--- config.mk ---
export PLATFORM = sky130hd
export DESIGN_NAME = brr_decode_resolve
export DESIGN_NICKNAME = d
export VERILOG_FILES = /design/src/rtl/brr_pkg.sv /design/src/rtl/brr_operand_fwd.sv /design/src/rtl/brr_cond.sv /design/src/rtl/brr_target.sv /design/src/rtl/brr_decode_resolve.sv
export SDC_FILE = /design/constraint.sdc
export NUM_CORES = 1
export LEC_CHECK = 0
export ABC_AREA = 1
export BUFFER_PORTS_ARGS = -buffer_cell sky130_fd_sc_hd__buf_2
export CAP_MARGIN = 10
export CORE_ASPECT_RATIO = 0.5
export CORE_MARGIN = 1.5
export CORE_UTILIZATION = 40
export DETAILED_ROUTE_END_ITERATION = 8
export PLACE_DENSITY = 0.75
export SLEW_MARGIN = 10
export SYNTH_ARGS = -nofsm -noshare
export SYNTH_HDL_FRONTEND = slang
export SYNTH_SLANG_ARGS = --single-unit
--- constraint.sdc ---
create_clock -name vclk -period 2.85
set_input_delay 0.1425 -clock vclk [all_inputs]
set_output_delay 0.1425 -clock vclk [all_outputs]
set_load 0.02 [all_outputs]
--- src/rtl/brr_pkg.sv ---
package brr_pkg;

    typedef enum logic [1:0] {
        BR_EQ  = 2'b00,
        BR_NE  = 2'b01,
        BR_NEG = 2'b10,
        BR_NNG = 2'b11
    } br_kind_e;

    typedef enum logic [1:0] {
        SRC_RF   = 2'b00,
        SRC_MEM  = 2'b01,
        SRC_WB   = 2'b10,
        SRC_ZERO = 2'b11
    } fwd_src_e;

    typedef struct packed {
        fwd_src_e src;
        logic     busy;
    } fwd_sel_t;

    typedef struct packed {
        logic stall;
        logic pc_sel;
    } resolve_t;

endpackage

--- src/rtl/brr_operand_fwd.sv ---
module brr_operand_fwd
    import brr_pkg::*;
#(
    parameter int XLEN = 32,
    parameter int RAW  = 5
) (
    input  logic [RAW-1:0]  idx,
    input  logic [XLEN-1:0] rf_data,
    input  logic            needed,
    input  logic            ex_wen,
    input  logic [RAW-1:0]  ex_dst,
    input  logic            mem_wen,
    input  logic            mem_is_load,
    input  logic [RAW-1:0]  mem_dst,
    input  logic [XLEN-1:0] mem_result,
    input  logic            wb_wen,
    input  logic [RAW-1:0]  wb_dst,
    input  logic [XLEN-1:0] wb_data,
    output logic [XLEN-1:0] value,
    output logic            busy
);

    fwd_sel_t sel_d;
    logic     is_zero;
    logic     hit_ex;
    logic     hit_mem;
    logic     hit_wb;

    assign is_zero = (idx == '0);
    assign hit_ex  = ex_wen  && (ex_dst  == idx) && !is_zero;
    assign hit_mem = mem_wen && (mem_dst == idx) && !is_zero;
    assign hit_wb  = wb_wen  && (wb_dst  == idx) && !is_zero;

    always_comb begin
        sel_d      = '0;
        sel_d.src  = SRC_RF;
        if (is_zero) begin
            sel_d.src = SRC_ZERO;
        end else if (hit_mem) begin
            sel_d.src = SRC_MEM;
        end else if (hit_wb) begin
            sel_d.src = SRC_WB;
        end
        sel_d.busy = needed && (hit_ex || (hit_mem && mem_is_load));
    end

    always_comb begin
        unique case (sel_d.src)
            SRC_ZERO: value = '0;
            SRC_MEM:  value = mem_result;
            SRC_WB:   value = wb_data;
            default:  value = rf_data;
        endcase
    end

    assign busy = sel_d.busy;

    always_comb begin
        if (idx == '0) begin
            AST_R0_NEVER_BUSY: assert (!busy && value == '0) else $error("register 0 busy or nonzero");
        end
        if (!needed) begin
            AST_UNNEEDED_NOT_BUSY: assert (!busy) else $error("unused operand flagged busy");
        end
    end

endmodule

--- src/rtl/brr_cond.sv ---
module brr_cond
    import brr_pkg::*;
#(
    parameter int XLEN = 32
) (
    input  br_kind_e        kind,
    input  logic [XLEN-1:0] opa,
    input  logic [XLEN-1:0] opb,
    output logic            taken
);

    logic same;
    logic neg;

    assign same = ~|(opa ^ opb);
    assign neg  = opa[XLEN-1];

    always_comb begin
        unique case (kind)
            BR_EQ:   taken = same;
            BR_NE:   taken = !same;
            BR_NEG:  taken = neg;
            default: taken = !neg;
        endcase
    end

endmodule

--- src/rtl/brr_target.sv ---
module brr_target #(
    parameter int XLEN  = 32,
    parameter int OFS_W = 16
) (
    input  logic [XLEN-1:0]  pc_plus4,
    input  logic [OFS_W-1:0] offset,
    output logic [XLEN-1:0]  target
);

    localparam int EXT_W = XLEN - OFS_W;

    logic [XLEN-1:0] ofs_ext;

    assign ofs_ext = {{EXT_W{offset[OFS_W-1]}}, offset};
    assign target  = pc_plus4 + ofs_ext;

endmodule

--- src/rtl/brr_decode_resolve.sv ---
module brr_decode_resolve
    import brr_pkg::*;
#(
    parameter int XLEN  = 32,
    parameter int RAW   = 5,
    parameter int OFS_W = 16
) (
    input  logic             br_valid,
    input  logic [1:0]       br_kind,
    input  logic [OFS_W-1:0] br_offset,
    input  logic [XLEN-1:0]  pc_plus4,
    input  logic [RAW-1:0]   src_a_idx,
    input  logic [RAW-1:0]   src_b_idx,
    input  logic [XLEN-1:0]  src_a_rdata,
    input  logic [XLEN-1:0]  src_b_rdata,
    input  logic             ex_wen,
    input  logic [RAW-1:0]   ex_dst,
    input  logic             mem_wen,
    input  logic             mem_is_load,
    input  logic [RAW-1:0]   mem_dst,
    input  logic [XLEN-1:0]  mem_result,
    input  logic             wb_wen,
    input  logic [RAW-1:0]   wb_dst,
    input  logic [XLEN-1:0]  wb_data,
    output logic             pc_sel,
    output logic [XLEN-1:0]  br_target,
    output logic             stall
);

    localparam int NUM_SRC = 2;

    br_kind_e        kind;
    logic [RAW-1:0]  idx_v  [NUM_SRC];
    logic [XLEN-1:0] rf_v   [NUM_SRC];
    logic [XLEN-1:0] opnd_v [NUM_SRC];
    logic            need_v [NUM_SRC];
    logic            busy_v [NUM_SRC];
    logic            taken;
    resolve_t        res_d;

    assign kind      = br_kind_e'(br_kind);
    assign idx_v[0]  = src_a_idx;
    assign idx_v[1]  = src_b_idx;
    assign rf_v[0]   = src_a_rdata;
    assign rf_v[1]   = src_b_rdata;
    assign need_v[0] = br_valid;
    assign need_v[1] = br_valid && (kind == BR_EQ || kind == BR_NE);

    for (genvar g = 0; g < NUM_SRC; g++) begin : g_src
        brr_operand_fwd #(
            .XLEN(XLEN),
            .RAW (RAW)
        ) u_fwd (
            .idx        (idx_v[g]),
            .rf_data    (rf_v[g]),
            .needed     (need_v[g]),
            .ex_wen     (ex_wen),
            .ex_dst     (ex_dst),
            .mem_wen    (mem_wen),
            .mem_is_load(mem_is_load),
            .mem_dst    (mem_dst),
            .mem_result (mem_result),
            .wb_wen     (wb_wen),
            .wb_dst     (wb_dst),
            .wb_data    (wb_data),
            .value      (opnd_v[g]),
            .busy       (busy_v[g])
        );
    end

    brr_cond #(
        .XLEN(XLEN)
    ) u_cond (
        .kind (kind),
        .opa  (opnd_v[0]),
        .opb  (opnd_v[1]),
        .taken(taken)
    );

    brr_target #(
        .XLEN (XLEN),
        .OFS_W(OFS_W)
    ) u_target (
        .pc_plus4(pc_plus4),
        .offset  (br_offset),
        .target  (br_target)
    );

    always_comb begin
        res_d        = '0;
        res_d.stall  = busy_v[0] || busy_v[1];
        res_d.pc_sel = br_valid && !res_d.stall && taken;
    end

    assign stall  = res_d.stall;
    assign pc_sel = res_d.pc_sel;

    always_comb begin
        if (stall) begin
            AST_STALL_HOLDS_SEQ: assert (!pc_sel) else $error("redirect during stall");
        end
        if (!br_valid) begin
            AST_IDLE_QUIET: assert (!pc_sel && !stall) else $error("activity without branch");
        end
        if (br_valid && (kind == BR_NEG || kind == BR_NNG)) begin
            AST_SIGN_B_UNUSED: assert (!busy_v[1]) else $error("operand B stalls sign test");
        end
        if (pc_sel) begin
            AST_REDIRECT_NEEDS_TAKEN: assert (taken && br_valid) else $error("redirect not taken");
        end
    end

endmodule

==> impl_metrics.tcl <==
set metrics [dict create \
    synth_top_cell_by_area "nand2_1" \
    leakagePower_nw 4.02 \
    startpoint_type "primary input" \
    die_area_sq_mm 0.0133 \
    setup-tns-final_ns 0 \
    crit_required_ns 2.71 \
    grt_pass1_wl_um 31100 \
    synthesis.nets 1260 \
    worstPathArrival_ns 2.52 \
    synth.distinct_cells 40 \
    drtPass1Iterations 5 \
    power_mw 1.26 \
    overflow 0 \
    fin_hold_ws_ns 0.613 \
    setup_viol 0 \
    slowest_stage "o21ai_1" \
    worst_slew_pin_slew_ns 0.400 \
    avgSynthCellArea_sq_um 4.93 \
    slowest_delay_ns 0.35 \
    dieWidth_um 162 \
    synthTopCellsByArea "nand2_1, nand3_1, inv_1" \
    grt_max_degree 36 \
    seq_cell_count 0 \
    clock.fmax_mhz 376 \
    vias 7621 \
    gp_congestion 0.978 \
    timing.final.crit_period_ns 2.66 \
    core_area_sq_mm 0.0120 \
    drt_iter0_drc 586 \
    status "completed" \
    grt_pass1_vias 7091 \
    num_rows 28 \
    clock_buffers 0 \
    io_buffers 242 \
    finalHoldViolCount 0 \
    crit_family "compound AO/OA/AOI/OAI gates" \
    hp-class "primary input to output port" \
    layout_commonest_cell "nand2_1" \
    cap_violations 0 \
    critical_path_buf_inv_count 2 \
    pin_count 242 \
    critPathKind "primary input to output port" \
    yosys_warnings 0 \
    fin_crit_sh_pct 93.3 \
    fp.dieH_um 82.3 \
    via_per_inst 5.35 \
    layout-drive-gt1-share_pct 25.2 \
    synth_top_area_share_pct 29.0 \
    start_util_pct 41.8 \
    grt_usage_pct 28.1 \
    cts_hold_buf 0 \
    path_cells "buf_2, ha_1, nand3_1, nand2_1, a21oi_1, o21ai_1, a21oi_2, o21ai_0, a21boi_1, o21ai_1, a21oi_1, xnor2_1, buf_2" \
    pwr_density_cell_mw_per_mm2 191 \
    final-seq-area_sq_um 0 \
    dp_hpwl_um 15700 \
    wire_per_inst_um 13.6 \
    ir_worst_vdd_mv 0.171 \
    ys_seq_area_share_pct 0 \
    layout.nets 1502 \
    path_max_fanout 4 \
    wirelength_um 19400 \
    area_growth_pct 31.3 \
    rsz0062_at_grt "true" \
    fillers 1261 \
    slew_viol_final 0 \
    syn-cell-area_sq_mm 0.00502 \
    relSlewSlack_pct 73.2 \
    critPathCaptureType "output port" \
    antenna_found_initial 0 \
    syn_inst 1020 \
    num_antenna_cells 0 \
    ant_nets 0 \
    final_cell_mix "nand2_1, buf_2, inv_1, nand3_1, nor2_1" \
    drc_errors 0 \
]
==> layout make-up <==
cell class         instances  area (sq um)  share of cell area (%)
inverters                124           470                    7.13
multi-input cells        854          4360                    66.0
well taps                165           206                    3.13
repair buffers           282          1560                    23.7
==> per-layer routing <==
layer	share of wire, %	global-route usage [%]
met5	0	0
met4	3.2	12.7
met1	41	33.5
met3	9.3	3.30
met2	47	52.0
==> cell usage after synthesis (3+ instances only) <==
library cell and number:
o21bai_1 3, clkbuf_1 11, a21boi_0 4, nand2_2 3, o21ai_0 38, nand2_1 388, buf_6 6, o21ai_1 6
a31oi_1 5, nor3_1 6, a21oi_1 39, inv_1 115, inv_2 9, xnor2_1 12, xor2_1 25, nand3b_1 12
buf_4 5, nand4_1 62, nand3_1 104, o2111ai_1 3, ha_1 31, a221oi_1 4, buf_2 18, o21a_1 3
nor2_2 5, nor2_1 83
==> timing repair <==
action                     in CTS  in global routing
setup buffers                   0                  1
gates resized for setup         1                 24
pin swaps                       0                  3
setup endpoints to repair       1                 11
==> report_power, final <==
part	switching, mW	internal, mW	total (mW)
registers	0	0	0
logic	0.759	0.503	1.26
clock network	0	0	0
==> through the flow <==
stage               cells  util [%]  setup WS [ns]  area, sq um
floorplan            1020         -          0.253         5020
global placement     1424      54.4         0.0282         6530
detailed placement   1424      54.4        -0.0204         6530
CTS                  1424      54.4         0.0248         6530
global route         1425      54.9        -0.0854         6600
finish               1425      54.9          0.190         6600
==> worst paths after layout <==
kind	cells after the start	start	slack (ns)	to
max	13	br_offset[2]	0.19	br_target[25]
min	3	pc_plus4[0]	0.61	br_target[0]
==> kinds of logic after synthesis <==
| logic type | Yosys count | synth area share (%) |
|---|---|---|
| adders and majority gates | 32 | 8.12 |
| xor gates and xnor gates | 37 | 6.45 |
| AOI/OAI and AO/OA | 108 | 12.1 |
| buffers and inverters | 166 | 14.1 |
| and+or+nand+nor | 677 | 59.3 |
No activity file was read; power rests on OpenSTA's default activity.
